==> src/rtl/bp_pkg.sv <==
// Package: shared counter type and counter update rules for the predictor.
// Assumes: 2-bit counters where value 2 or 3 means "predict taken".
package bp_pkg;

    typedef logic [1:0] ctr2_t;

    localparam ctr2_t CTR_MAX = 2'd3;
    localparam ctr2_t CTR_MIN = 2'd0;

    // Next counter value after an outcome, saturating at both ends.
    function automatic ctr2_t ctr_next(input ctr2_t cur, input logic taken);
        ctr2_t nxt;
        if (taken) nxt = (cur == CTR_MAX) ? CTR_MAX : ctr2_t'(cur + 2'd1);
        else       nxt = (cur == CTR_MIN) ? CTR_MIN : ctr2_t'(cur - 2'd1);
        return nxt;
    endfunction

    // Direction implied by a counter value.
    function automatic logic ctr_taken(input ctr2_t cur);
        return cur[1];
    endfunction

endpackage

==> src/rtl/bp_index_gen.sv <==
// Module: forms the table index from global history (upper) and branch
// address bits (lower), after dropping the always-zero alignment bits.
// Assumes: PC_W >= ALIGN_DROP + ADDR_IDX_W.
module bp_index_gen #(
    parameter int PC_W       = 32,
    parameter int HIST_W     = 5,
    parameter int ADDR_IDX_W = 5,
    parameter int ALIGN_DROP = 2,
    localparam int IDX_W     = HIST_W + ADDR_IDX_W
) (
    input  logic [PC_W-1:0]   pc,
    input  logic [HIST_W-1:0] hist,
    output logic [IDX_W-1:0]  idx
);

    // Concatenate history above the selected address field.
    always_comb begin
        idx = {hist, pc[ALIGN_DROP +: ADDR_IDX_W]};
    end

endmodule

==> src/rtl/bp_ctr_table.sv <==
// Module: table of 2-bit counters with one combinational read port and one
// write port. After reset it clears one entry per cycle and reports busy
// until the whole table has been cleared.
// Assumes: the caller does not write while busy is high.
module bp_ctr_table
    import bp_pkg::*;
#(
    parameter int IDX_W = 10,
    localparam int DEPTH = 1 << IDX_W
) (
    input  logic             clk,
    input  logic             rst_n,
    input  logic [IDX_W-1:0] rd_idx,
    output ctr2_t            rd_val,
    input  logic             wr_en,
    input  logic [IDX_W-1:0] wr_idx,
    input  ctr2_t            wr_val,
    output logic             busy
);

    localparam logic [IDX_W-1:0] LAST_IDX = '1;

    ctr2_t            mem [DEPTH];
    logic [IDX_W-1:0] clr_ptr;

    // Clearing walk: pointer and busy flag, restarted by reset.
    always_ff @(posedge clk) begin
        if (!rst_n) begin
            busy    <= 1'b1;
            clr_ptr <= '0;
        end else if (busy) begin
            clr_ptr <= clr_ptr + 1'b1;
            if (clr_ptr == LAST_IDX) busy <= 1'b0;
        end
    end

    // Storage write: clearing entries first, otherwise the update from the caller.
    always_ff @(posedge clk) begin
        if (rst_n && busy)  mem[clr_ptr] <= CTR_MIN;
        else if (rst_n && wr_en) mem[wr_idx] <= wr_val;
    end

    // Read port: current stored value, before any write at this edge.
    always_comb begin
        rd_val = mem[rd_idx];
    end

    // The walk does not end early: busy persists until the last entry is cleared.
    assert_walk_complete_R1: assert property (@(posedge clk) disable iff (!rst_n)
        (busy && clr_ptr != LAST_IDX) |=> busy);

    // Once cleared, the table stays out of the walk until the next reset.
    assert_walk_once_R1: assert property (@(posedge clk) disable iff (!rst_n)
        !busy |=> !busy);

endmodule

==> src/rtl/bp_sat_counter.sv <==
// Module: event counter that stops at its all-ones value.
// Assumes: at most one event per cycle.
module bp_sat_counter #(
    parameter int W = 16
) (
    input  logic         clk,
    input  logic         rst_n,
    input  logic         inc,
    output logic [W-1:0] count
);

    localparam logic [W-1:0] TOP = '1;

    // Count events, holding at the top value.
    always_ff @(posedge clk) begin
        if (!rst_n)                   count <= '0;
        else if (inc && count != TOP) count <= count + 1'b1;
    end

    assert_no_wrap_R9: assert property (@(posedge clk) disable iff (!rst_n)
        (count == TOP) |=> (count == TOP));

    assert_step_one_R9: assert property (@(posedge clk) disable iff (!rst_n)
        (inc && count != TOP) |=> (count == $past(count) + 1'b1));

endmodule

==> src/rtl/gh_branch_predictor.sv <==
// Module: global-history conditional branch predictor. One accepted request
// reads the prediction, resolves it against the supplied outcome, updates
// the counter and shifts the history. The response is registered one cycle later.
// Assumes: requests arrive in program order with the actual outcome attached.
module gh_branch_predictor
    import bp_pkg::*;
#(
    parameter int PC_W       = 32,
    parameter int HIST_W     = 5,
    parameter int ADDR_IDX_W = 5,
    parameter int ALIGN_DROP = 2,
    parameter int MISS_W     = 16
) (
    input  logic              clk,
    input  logic              rst_n,
    input  logic              req_valid,
    output logic              req_ready,
    input  logic [PC_W-1:0]   req_pc,
    input  logic              req_taken,
    output logic              resp_valid,
    output logic              resp_pred,
    output logic              resp_mispredict,
    output logic [MISS_W-1:0] miss_count
);

    localparam int IDX_W = HIST_W + ADDR_IDX_W;

    logic [HIST_W-1:0] hist;
    logic [IDX_W-1:0]  idx;
    ctr2_t             cur_ctr;
    logic              table_busy;
    logic              accept;
    logic              pred_now;
    logic              miss_now;

    bp_index_gen #(
        .PC_W(PC_W), .HIST_W(HIST_W), .ADDR_IDX_W(ADDR_IDX_W), .ALIGN_DROP(ALIGN_DROP)
    ) u_index (
        .pc(req_pc), .hist(hist), .idx(idx)
    );

    bp_ctr_table #(.IDX_W(IDX_W)) u_table (
        .clk(clk), .rst_n(rst_n),
        .rd_idx(idx), .rd_val(cur_ctr),
        .wr_en(accept), .wr_idx(idx), .wr_val(ctr_next(cur_ctr, req_taken)),
        .busy(table_busy)
    );

    bp_sat_counter #(.W(MISS_W)) u_miss (
        .clk(clk), .rst_n(rst_n), .inc(miss_now), .count(miss_count)
    );

    // Handshake and resolution from the pre-update counter value.
    always_comb begin
        req_ready = rst_n && !table_busy;
        accept    = req_valid && req_ready;
        pred_now  = ctr_taken(cur_ctr);
        miss_now  = accept && (pred_now != req_taken);
    end

    // Global history: shift in each accepted outcome at bit 0.
    always_ff @(posedge clk) begin
        if (!rst_n)      hist <= '0;
        else if (accept) hist <= {hist[HIST_W-2:0], req_taken};
    end

    // Registered response for the request accepted at this edge.
    always_ff @(posedge clk) begin
        if (!rst_n) begin
            resp_valid      <= 1'b0;
            resp_pred       <= 1'b0;
            resp_mispredict <= 1'b0;
        end else begin
            resp_valid      <= accept;
            resp_pred       <= accept && pred_now;
            resp_mispredict <= miss_now;
        end
    end

    assert_resp_after_accept_R8: assert property (@(posedge clk) disable iff (!rst_n)
        (req_valid && req_ready) |=> resp_valid);

    assert_no_resp_when_idle_R8: assert property (@(posedge clk) disable iff (!rst_n)
        !(req_valid && req_ready) |=> !resp_valid);

    assert_hist_shift_R6: assert property (@(posedge clk) disable iff (!rst_n)
        (req_valid && req_ready) |=> (hist == {$past(hist[HIST_W-2:0]), $past(req_taken)}));

    assert_hist_hold_R6: assert property (@(posedge clk) disable iff (!rst_n)
        !(req_valid && req_ready) |=> $stable(hist));

    assert_miss_count_moves_R9: assert property (@(posedge clk) disable iff (!rst_n)
        (resp_valid && !resp_mispredict) |-> $stable(miss_count));

endmodule

==> config.mk <==
export PLATFORM = sky130hd
export DESIGN_NAME = gh_branch_predictor
export DESIGN_NICKNAME = d
export VERILOG_FILES = /design/src/rtl/bp_pkg.sv /design/src/rtl/bp_index_gen.sv /design/src/rtl/bp_ctr_table.sv /design/src/rtl/bp_sat_counter.sv /design/src/rtl/gh_branch_predictor.sv
export SDC_FILE = /design/constraint.sdc
export NUM_CORES = 2
export LEC_CHECK = 0
export ABC_AREA = 1
export BUFFER_PORTS_ARGS = -buffer_cell sky130_fd_sc_hd__buf_2
export CAP_MARGIN = 0
export CORE_UTILIZATION = 50
export CTS_BUF_LIST = sky130_fd_sc_hd__clkbuf_8
export DETAILED_ROUTE_END_ITERATION = 10
export HOLD_SLACK_MARGIN = 0.03
export PLACE_DENSITY_LB_ADDON = 0.1
export SLEW_MARGIN = 20
export SYNTH_ARGS = -nofsm -noshare
export SYNTH_HDL_FRONTEND = slang
export SYNTH_SLANG_ARGS = --single-unit
==> constraint.sdc <==
create_clock -name clk -period 25.2 [get_ports clk]
set_input_delay 2.52 -clock clk [delete_from_list [all_inputs] [get_ports clk]]
set_output_delay 2.52 -clock clk [all_outputs]
set_load 0.02 [all_outputs]
==> metrics.txt <==
r2r setup slk=17,620 ps; Worst Path Max Fanout=223; VDD IR max=61.37 uV; worst min-delay path startpoint=u_table.clr_ptr[8]; Req. time, crit path=25,870 ps; DP Area=89,610 sq um; Hold Path Depth=2; crit path from=req_pc[2]; fin cells=10.44k; Mapped Avg Cell Area=11.00 sq um; Worst Slack Setup Final=13,230 ps; Die ar.=177,900 sq um; HPWL Detailed=120.4 mm; Post-CTS Resized=0; HP Class=flip-flop to flip-flop; Detailed Routing Iterations Pass 1=6; GRT Util Overall=28.21%; Worst setup EP type=flip-flop; pwr/cell area=70.84 nW/um^2; # hold bufs at CTS=0; post-synth top area cell=edfxtp_1; Fin. Hold Viols=0; Max Root-Sink Buffers=4; layout cell share with drive strength beyond 1=7.623%; Worst-Skew Late Latency=1090 ps; Die Wd=421.8 um; Ports=56; Final Skew=81.39 ps; Least-Margin Pin Slew=1160 ps; post-route ant nets=0; dpl cells=9,834; CTS tree=done; Placer Congestion=0.8213; Clock Pin Slew Worst Setup and Hold Paths=60 ps; slowest CP cell=buf_4; RR Startpoint=u_table.mem[571][1]; reg2reg path depth=18; Cells after Synth=8,011; clk sinks=2,083; WS Path Type=input pin to flip-flop; Synth cell types=30; Netlist Area Pre-Place=88,120 sq um; hold_ws=496.9 ps; DR vias/cell=5.891; Async SR Flop Fraction=0%; Data arrival, critical path=12,640 ps; first-pass GRT wire length=374.6 mm; Final Max Tran Viols=0; max-cap viol count=0; Synth Warn #=0; DR WL/cell=24.34 um; Congestion Overflow GR=0; Post-synth top cells=edfxtp_1, nor2_1, nand2_1; top-area cell type share of the netlist area=69.79%; Rel. slew slack=22.64%; Fin Setup TNS=0 ps; initial DRC count=6,692; Initial Utilization=50.53%; Post-synth EDFFs=2,048; minimum clock period=11,970 ps; total CTS buffers=357; Synthesized Nets=8,049; Port Buffers=28; status=finished, final reports clean; final setup vio count=0; maximum clock frequency=83.56 MHz; Rows=153; area delta synth->final=8.569%; CP startpoint kind=input pin; Area contributors post-synth=edfxtp_1, nand3_1, nor2_1; initial antenna violation count=7; Core ar.=174,400 sq um; vias=61.47k; Die Ht=421.8 um; Top FF cell, synth=edfxtp_1; most numerous cell in the Yosys netlist=edfxtp_1; clock root buffer=clkbuf_8; Place WS=12,280 ps; Net count, final=7,906; vias in the first global route=60.75k; number of setup buffers added after CTS=0; CP most frequent cell=nand3_1; largest net degree at the start of global routing=224; H-tree depth reported by CTS=5; slowest cell delay on critical path=870 ps; fin crit share=47.49%; DRC viols=0; leak pwr=33.34 nW; #FFs+latches synth=2,083; cell-by-cell trace of the critical path=buf_8 -> clkinv_16 -> buf_4 -> buf_4 -> buf_4 -> nand2_1 -> nand3_1 -> nand3_1 -> nand3_1 -> nand3_1 -> nand3_1 -> nand3_1 -> nand3_1 -> nand3_1 -> nand3_1 -> nand3_1 -> nand2_1 -> nand2_1 -> inv_8 -> buf_4 -> buf_4 -> buf_4 -> buf_12; RSZ-0062 raised after global routing=false; Seq/Total Area, Yosys=70.58%; fin area=95,670 sq um; Routed WL=254.0 mm
[cell families (layout without fill, tap and decap cells)]
logic type               after synthesis  count (layout)  synth area share, %
XOR/XNOR                               1               1             0.009941
AO/OA/AOI/OAI                        809             809                4.971
AND/OR/NAND/NOR                     4349            4349                20.50
adder cells (fa/ha/maj)                2               2              0.02839
flip-flops                          2083            2083                70.58
buffers and inverters                767             863                3.905
other                                  0               3                    0
[worst paths after layout]
check / to
hold / removal: u_table.clr_ptr[9]
setup reg to reg: u_table.mem[309][1]
setup / recovery: u_table.mem[309][1]
hold reg to reg: u_table.clr_ptr[9]
[critical path: cells and delay by family]
family / cells / cell delay (ps)
buffers and inverters: 10 / 6320
and+or+nand+nor: 13 / 3100
[metrics by stage]
step                      utilization (%)  power (mW)
after global routing                54.86       6.999
final                               54.86       6.777
after global placement              51.38       4.149
after detailed placement            51.38       4.149
after CTS                           54.85       6.817
after floorplan                         -       4.046
[area by class of cell]
class / count / area [sq um]
diodes: 3 / 7.507
clock buffers: 369 / 5079
clock inverters: 229 / 977.2
fillers: 15450 / 78720
inverters: 114 / 490.5
multi-input cells: 5161 / 22740
flip-flops and latches: 2083 / 62200
well taps: 2325 / 2909
repair buffers: 151 / 1265
[sequential cells by signal, summed over array words and instances (netlist names)]
register,flops
u_table.mem,2048
u_miss.count,16
u_table.clr_ptr,10
hist,5
resp_mispredict,1
resp_pred,1
resp_valid,1
u_table.busy,1
[layout by cell type (no fill, tap or decap), types with 5 or more instances in the layout]
cell	n
edfxtp_1	2048
nor2_1	1593
nand2_1	1378
nand3_1	1289
o21ai_0	525
clkbuf_8	369
o22ai_1	258
inv_1	211
buf_4	111
clkinv_1	83
dfxtp_1	34
clkinv_2	31
nor3_1	24
buf_2	23
nand4_1	16
a21oi_1	14
nand2_2	14
nand3_4	14
buf_12	13
o21ai_1	9
nor2_2	8
nand2_4	6
inv_8	5
[per-layer routing]
layer / share of wire (%) / track usage (%) / wire [um]
met4: 3.1 / 9.945 / 7857
met3: 7.5 / 4.732 / 19010
met2: 48 / 46.54 / 121200
met1: 42 / 37.80 / 105800
met5: 0.034 / 0 / 87
[power by group]
group          internal, mW  leakage (nW)  switching, mW  total, mW
clock network          1.36          3.52           1.33       2.70
logic                0.0868          8.86          0.246      0.333
registers              3.75          21.0       0.000412       3.75
total                  5.20          33.3           1.58       6.78
No activity file was read; power rests on OpenSTA's default activity.
